===== src/rtl/uart_addr_rx.sv =====
module uart_addr_rx #(
  parameter int OVS = 16,
  parameter int DW  = 8
) (
  input  logic          clk,
  input  logic          rst_n,
  input  logic          rxd,
  input  logic          os_tick,
  input  logic          mode_lo,
  input  logic          sm2_en,
  input  logic [DW-1:0] node_addr,
  input  logic [DW-1:0] addr_mask,
  input  logic          fe_sel,
  input  logic          ctl7_we,
  input  logic          ctl7_wd,
  input  logic          ri_clr,
  output logic [DW-1:0] rx_byte,
  output logic          rx_bit9,
  output logic          rx_flag,
  output logic          fe_flag,
  output logic          ctl7_q
);
  localparam int CW  = $clog2(OVS);
  localparam int MID = OVS / 2 - 1;
  localparam int BW  = $clog2(DW + 2);

  typedef enum logic [1:0] {IDLE, START, DATA, STOP} st_t;
  st_t st;
  logic [CW-1:0] cnt;
  logic [BW-1:0] bidx;
  logic [DW:0]   sh;
  logic          sm0;

  wire          nine     = sm0;
  wire          rx_on    = sm0 | mode_lo;
  wire [BW-1:0] last_idx = nine ? BW'(DW) : BW'(DW - 1);
  wire [DW-1:0] byte_now = nine ? sh[DW-1:0] : sh[DW:1];
  wire          done     = rx_on && os_tick && st == STOP && cnt == CW'(OVS - 1);
  wire          tag9     = nine ? sh[DW] : rxd;
  wire [DW-1:0] bcast    = node_addr | addr_mask;
  wire          given_ok = ((byte_now ^ node_addr) & addr_mask) == '0;
  wire          bcast_ok = (bcast & ~byte_now) == '0;
  wire          accept   = done && rxd && !rx_flag && (!sm2_en || (tag9 && (given_ok || bcast_ok)));

  assign ctl7_q = fe_sel ? fe_flag : sm0;

  always_ff @(posedge clk or negedge rst_n)
    if (!rst_n) begin
      st <= IDLE; cnt <= '0; bidx <= '0; sh <= '0;
    end else if (!rx_on) begin
      st <= IDLE;
    end else if (os_tick) begin
      case (st)
        IDLE:  if (!rxd) begin st <= START; cnt <= '0; end
        START: if (cnt == CW'(MID)) begin
                 st <= rxd ? IDLE : DATA; cnt <= '0; bidx <= '0;
               end else cnt <= cnt + CW'(1);
        DATA:  if (cnt == CW'(OVS - 1)) begin
                 cnt <= '0; sh <= {rxd, sh[DW:1]}; bidx <= bidx + BW'(1);
                 if (bidx == last_idx) st <= STOP;
               end else cnt <= cnt + CW'(1);
        STOP:  if (cnt == CW'(OVS - 1)) begin st <= IDLE; cnt <= '0; end
               else cnt <= cnt + CW'(1);
        default: st <= IDLE;
      endcase
    end

  always_ff @(posedge clk or negedge rst_n)
    if (!rst_n) begin
      rx_flag <= 1'b0; rx_byte <= '0; rx_bit9 <= 1'b0;
    end else begin
      if (ri_clr) rx_flag <= 1'b0;
      if (accept) begin
        rx_flag <= 1'b1; rx_byte <= byte_now; rx_bit9 <= tag9;
      end
    end

  always_ff @(posedge clk or negedge rst_n)
    if (!rst_n) begin
      fe_flag <= 1'b0; sm0 <= 1'b0;
    end else begin
      if (ctl7_we) begin
        if (fe_sel) fe_flag <= ctl7_wd;
        else sm0 <= ctl7_wd;
      end
      if (done && !rxd) fe_flag <= 1'b1;
    end

  assert_fe_sticky_R5: assert property (@(posedge clk) disable iff (!rst_n)
    fe_flag && !(ctl7_we && fe_sel) |=> fe_flag);
  assert_fe_source_R4: assert property (@(posedge clk) disable iff (!rst_n)
    $rose(fe_flag) |-> $past(st == STOP || ctl7_we));
  assert_ri_hold_R12: assert property (@(posedge clk) disable iff (!rst_n)
    rx_flag && !ri_clr |=> rx_flag);
  assert_buf_hold_R12: assert property (@(posedge clk) disable iff (!rst_n)
    rx_flag |=> $stable(rx_byte) && $stable(rx_bit9));
  assert_mode0_quiet_R10: assert property (@(posedge clk) disable iff (!rst_n)
    !rx_flag && !sm0 && !mode_lo |=> !rx_flag);
  assert_addr_tag_R7: assert property (@(posedge clk) disable iff (!rst_n)
    $rose(rx_flag) && $past(sm2_en && sm0) |-> rx_bit9);
endmodule


===== config.mk =====
export PLATFORM = sky130hd
export DESIGN_NAME = uart_addr_rx
export DESIGN_NICKNAME = d
export VERILOG_FILES = /design/src/rtl/uart_addr_rx.sv
export SDC_FILE = /design/constraint.sdc
export NUM_CORES = 1
export LEC_CHECK = 0
export BUFFER_PORTS_ARGS = -buffer_cell sky130_fd_sc_hd__buf_4
export CAP_MARGIN = 25
export CORE_MARGIN = 2
export CORE_UTILIZATION = 55
export CTS_CLUSTER_SIZE = 10
export DETAILED_ROUTE_END_ITERATION = 7
export PLACE_DENSITY = 0.84
export REMOVE_ABC_BUFFERS = 1
export SLEW_MARGIN = 20
export SYNTH_ARGS = -nofsm -noshare
export SYNTH_HDL_FRONTEND = slang
export SYNTH_SLANG_ARGS = --single-unit

===== constraint.sdc =====
create_clock -name clk -period 3.6 [get_ports clk]
set_input_delay 0.36 -clock clk [delete_from_list [all_inputs] [get_ports clk]]
set_output_delay 0.36 -clock clk [all_outputs]
set_load 0.02 [all_outputs]

==> flow_metrics.tcl <==
set metrics [dict create \
    outcome "completed" \
    highest_layer "met4" \
    rr_startpoint "nine$_DFFE_PN0P_" \
    min_path_type "in -> reg" \
    cts_tree "built" \
    die_w_um 63.7 \
    synth_ff_type "dfrtp_1" \
    power.leakage_uw 0.00105 \
    wire_per_inst_um 14.7 \
    setup_viol 0 \
    yosys_warnings 0 \
    whs_endpoint "fe_flag$_DFFE_PN0P_" \
    synth_seq_area_share_pct 39.6 \
    io_pins 38 \
    grt.overflow.total 0 \
    antenna_found_initial 0 \
    synthDistinctLibCells 40 \
    num_rows 21 \
    final_layout_size_suffix_gt1_share_pct 25.4 \
    yosysTopAreaCellShare_pct 39.6 \
    dp.cells 281 \
    rsz0062_at_grt "false" \
    synth_most_common_cell "dfrtp_1" \
    core_um2 3390 \
    drt_iter0_drc 251 \
    wl_um 4270 \
    tns_ns 0 \
    fin_ws_ns 0.848 \
    clock_latency_ns 0.33 \
    die_y_um 63.7 \
    diodes 0 \
    syn-cell-area_um2 1960 \
    via_per_inst 5.80 \
    clockBufferDepth 2 \
    min_from "ctl7_wd" \
    tightestPinTransition_ns 0.923 \
    multiInputGateArea_um2 1100 \
    post-dp-hpwl_um 3090 \
    preCtsSetupSlack_ns 0.904 \
    synth_edf_count 0 \
    met3_length_um 199 \
    hold_path_depth 3 \
    r2r_setup_slack_ns 0.85 \
    endpoint_kind "flip-flop" \
    synth_top_area_cell "dfrtp_1" \
    path_clk_slew_ns 0.10 \
    clock-sinks 31 \
    numCtsBuffers 5 \
    synth-seq-cells 31 \
    antenna_left 0 \
    gp_congestion 0.834 \
    period_share_pct 76.4 \
    async_flop_share_pct 100 \
    fillCellCount 274 \
    p_per_area_nw_per_um2 345 \
    cts_hold_buf 1 \
    dieArea_um2 4060 \
    first_pass_iters 4 \
    final_util_pct 68.3 \
    start_kind "flip-flop" \
    nets 271 \
    reg2reg_depth 6 \
    finalNonFillerCells 290 \
    yosys-top-cells-count "dfrtp_1 (31), nor2_1 (23), nand2_1 (15), nand2b_1 (14), o21ai_0 (12)" \
    regArea_um2 776 \
    path_class "reg -> reg" \
    grt_max_degree 32 \
    ys_top_cells_by_area "dfrtp_1 (40%), mux2_2 (5.7%), mux2i_1 (5.6%)" \
    synth.avg_cell_area_um2 9.42 \
    post-cts-setup-buffer-count 0 \
    fin_skew_ns 0.00820 \
    maxSlewViolCount 0 \
    num_vias 1682 \
    syn_to_final_growth_pct 18.2 \
    rr_endpoint "rx_byte[2]$_DFFE_PN0P_" \
    track_usage_pct 23.4 \
    cts-resized-gates 0 \
    synth_cells 208 \
    grt_pass1_vias 1674 \
    slew_headroom_pct 38.1 \
    cp.arrival_ns 2.97 \
    io_buffers 37 \
    initial_core_util_pct 57.8 \
    h-tree-depth 2 \
    cts-root-buf "clkbuf_4" \
    grt_pass1_wl_um 7370 \
    drc_errors 0 \
    wl_met2_um 2220 \
    fmax_mhz 363 \
    p_total_uw 799 \
    final-hold-violation-count 0 \
    path_max_fanout 19 \
    drt-met1-wl_um 1790 \
    cp.required_ns 3.82 \
    final.min_clock_period_ns 2.75 \
    drv_cap 0 \
    peakVddDrop_mv 0.293 \
]
[power by group]
group	leakage [µW]	internal (µW)	total [µW]	switching, µW
registers	0.000420	376	419	43.1
logic	0.000592	71.3	139	67.7
clock network	0.0000375	114	241	127
total	0.00105	562	799	237
[metal layers]
layer / track usage (%) / up-vias
met5: 0 / -
met3: 5.36 / 10
met2: 38.3 / 52
met4: 12.2 / 0
met1: 28.6 / 790
li1: - / 830
[worst max-delay path: stages, from the launching register on]
cell,delay [ns]
dfrtp_1,0.77
nor2_1,0.23
nor4_2,0.34
nand2b_1,0.42
and2_1,0.40
a221oi_1,0.36
nand3_1,0.11
[logic make-up after synthesis]
logic type | after synthesis | share of synthesized area, %
DFF | 31 | 39.6
xor gates and xnor gates | 8 | 3.58
muxes | 23 | 13.2
and+or+nand+nor | 89 | 23.4
adders and majority gates | 2 | 1.28
AOI/OAI and AO/OA | 41 | 14.8
buffers and inverters | 14 | 4.09
[registers in the layout, indices dropped and copies added (netlist names)]
name and count:
fe_flag 1, cnt 4, sh 9, bidx 4, rx_flag 1, rx_byte 8, rx_bit9 1, st 2
nine 1
[area by class of cell]
type / count / share of cell area [%]
multi-input combinational: 163 / 47.7
sequential: 31 / 33.5
timing repair buffer: 39 / 12.7
clock buffer: 7 / 2.81
tap: 46 / 2.49
inverter: 3 / 0.486
clock inverter: 1 / 0.324
[per-stage QoR]
step / hold WS, ns / cell area [µm²]
CTS: 0.245 / 2320
detailed placement: 0.319 / 2230
floorplan: 0.0644 / 1890
finish: 0.253 / 2320
global placement: 0.315 / 2230
global route: 0.235 / 2320
[worst max path at each step]
stage	from	end	slack [ns]	cells past startpoint
2_1_floorplan	nine$_DFFE_PN0P_	sh[8]$_DFFE_PN0P_	1.24	3
3_3_place_gp	nine$_DFFE_PN0P_	rx_byte[6]$_DFFE_PN0P_	0.99	6
3_5_place_dp	nine$_DFFE_PN0P_	rx_byte[0]$_DFFE_PN0P_	0.90	6
4_1_cts	nine$_DFFE_PN0P_	rx_byte[0]$_DFFE_PN0P_	0.88	6
5_1_grt	nine$_DFFE_PN0P_	rx_byte[4]$_DFFE_PN0P_	0.54	6
6_report	nine$_DFFE_PN0P_	rx_byte[2]$_DFFE_PN0P_	0.85	6
[placed cells by master, fill, tap and decap left out, drive strengths merged, types with 4 or more instances in the layout]
cell type and count:
clkbuf 7, nor2 23, nand4 10, o21ai 17, dfrtp 31, nand3 12, nand2 15, nand2b 14
nor3 4, buf 38, mux2 10, mux2i 13, xnor2 7, a221oi 8
No activity file was read; power rests on OpenSTA's default activity.
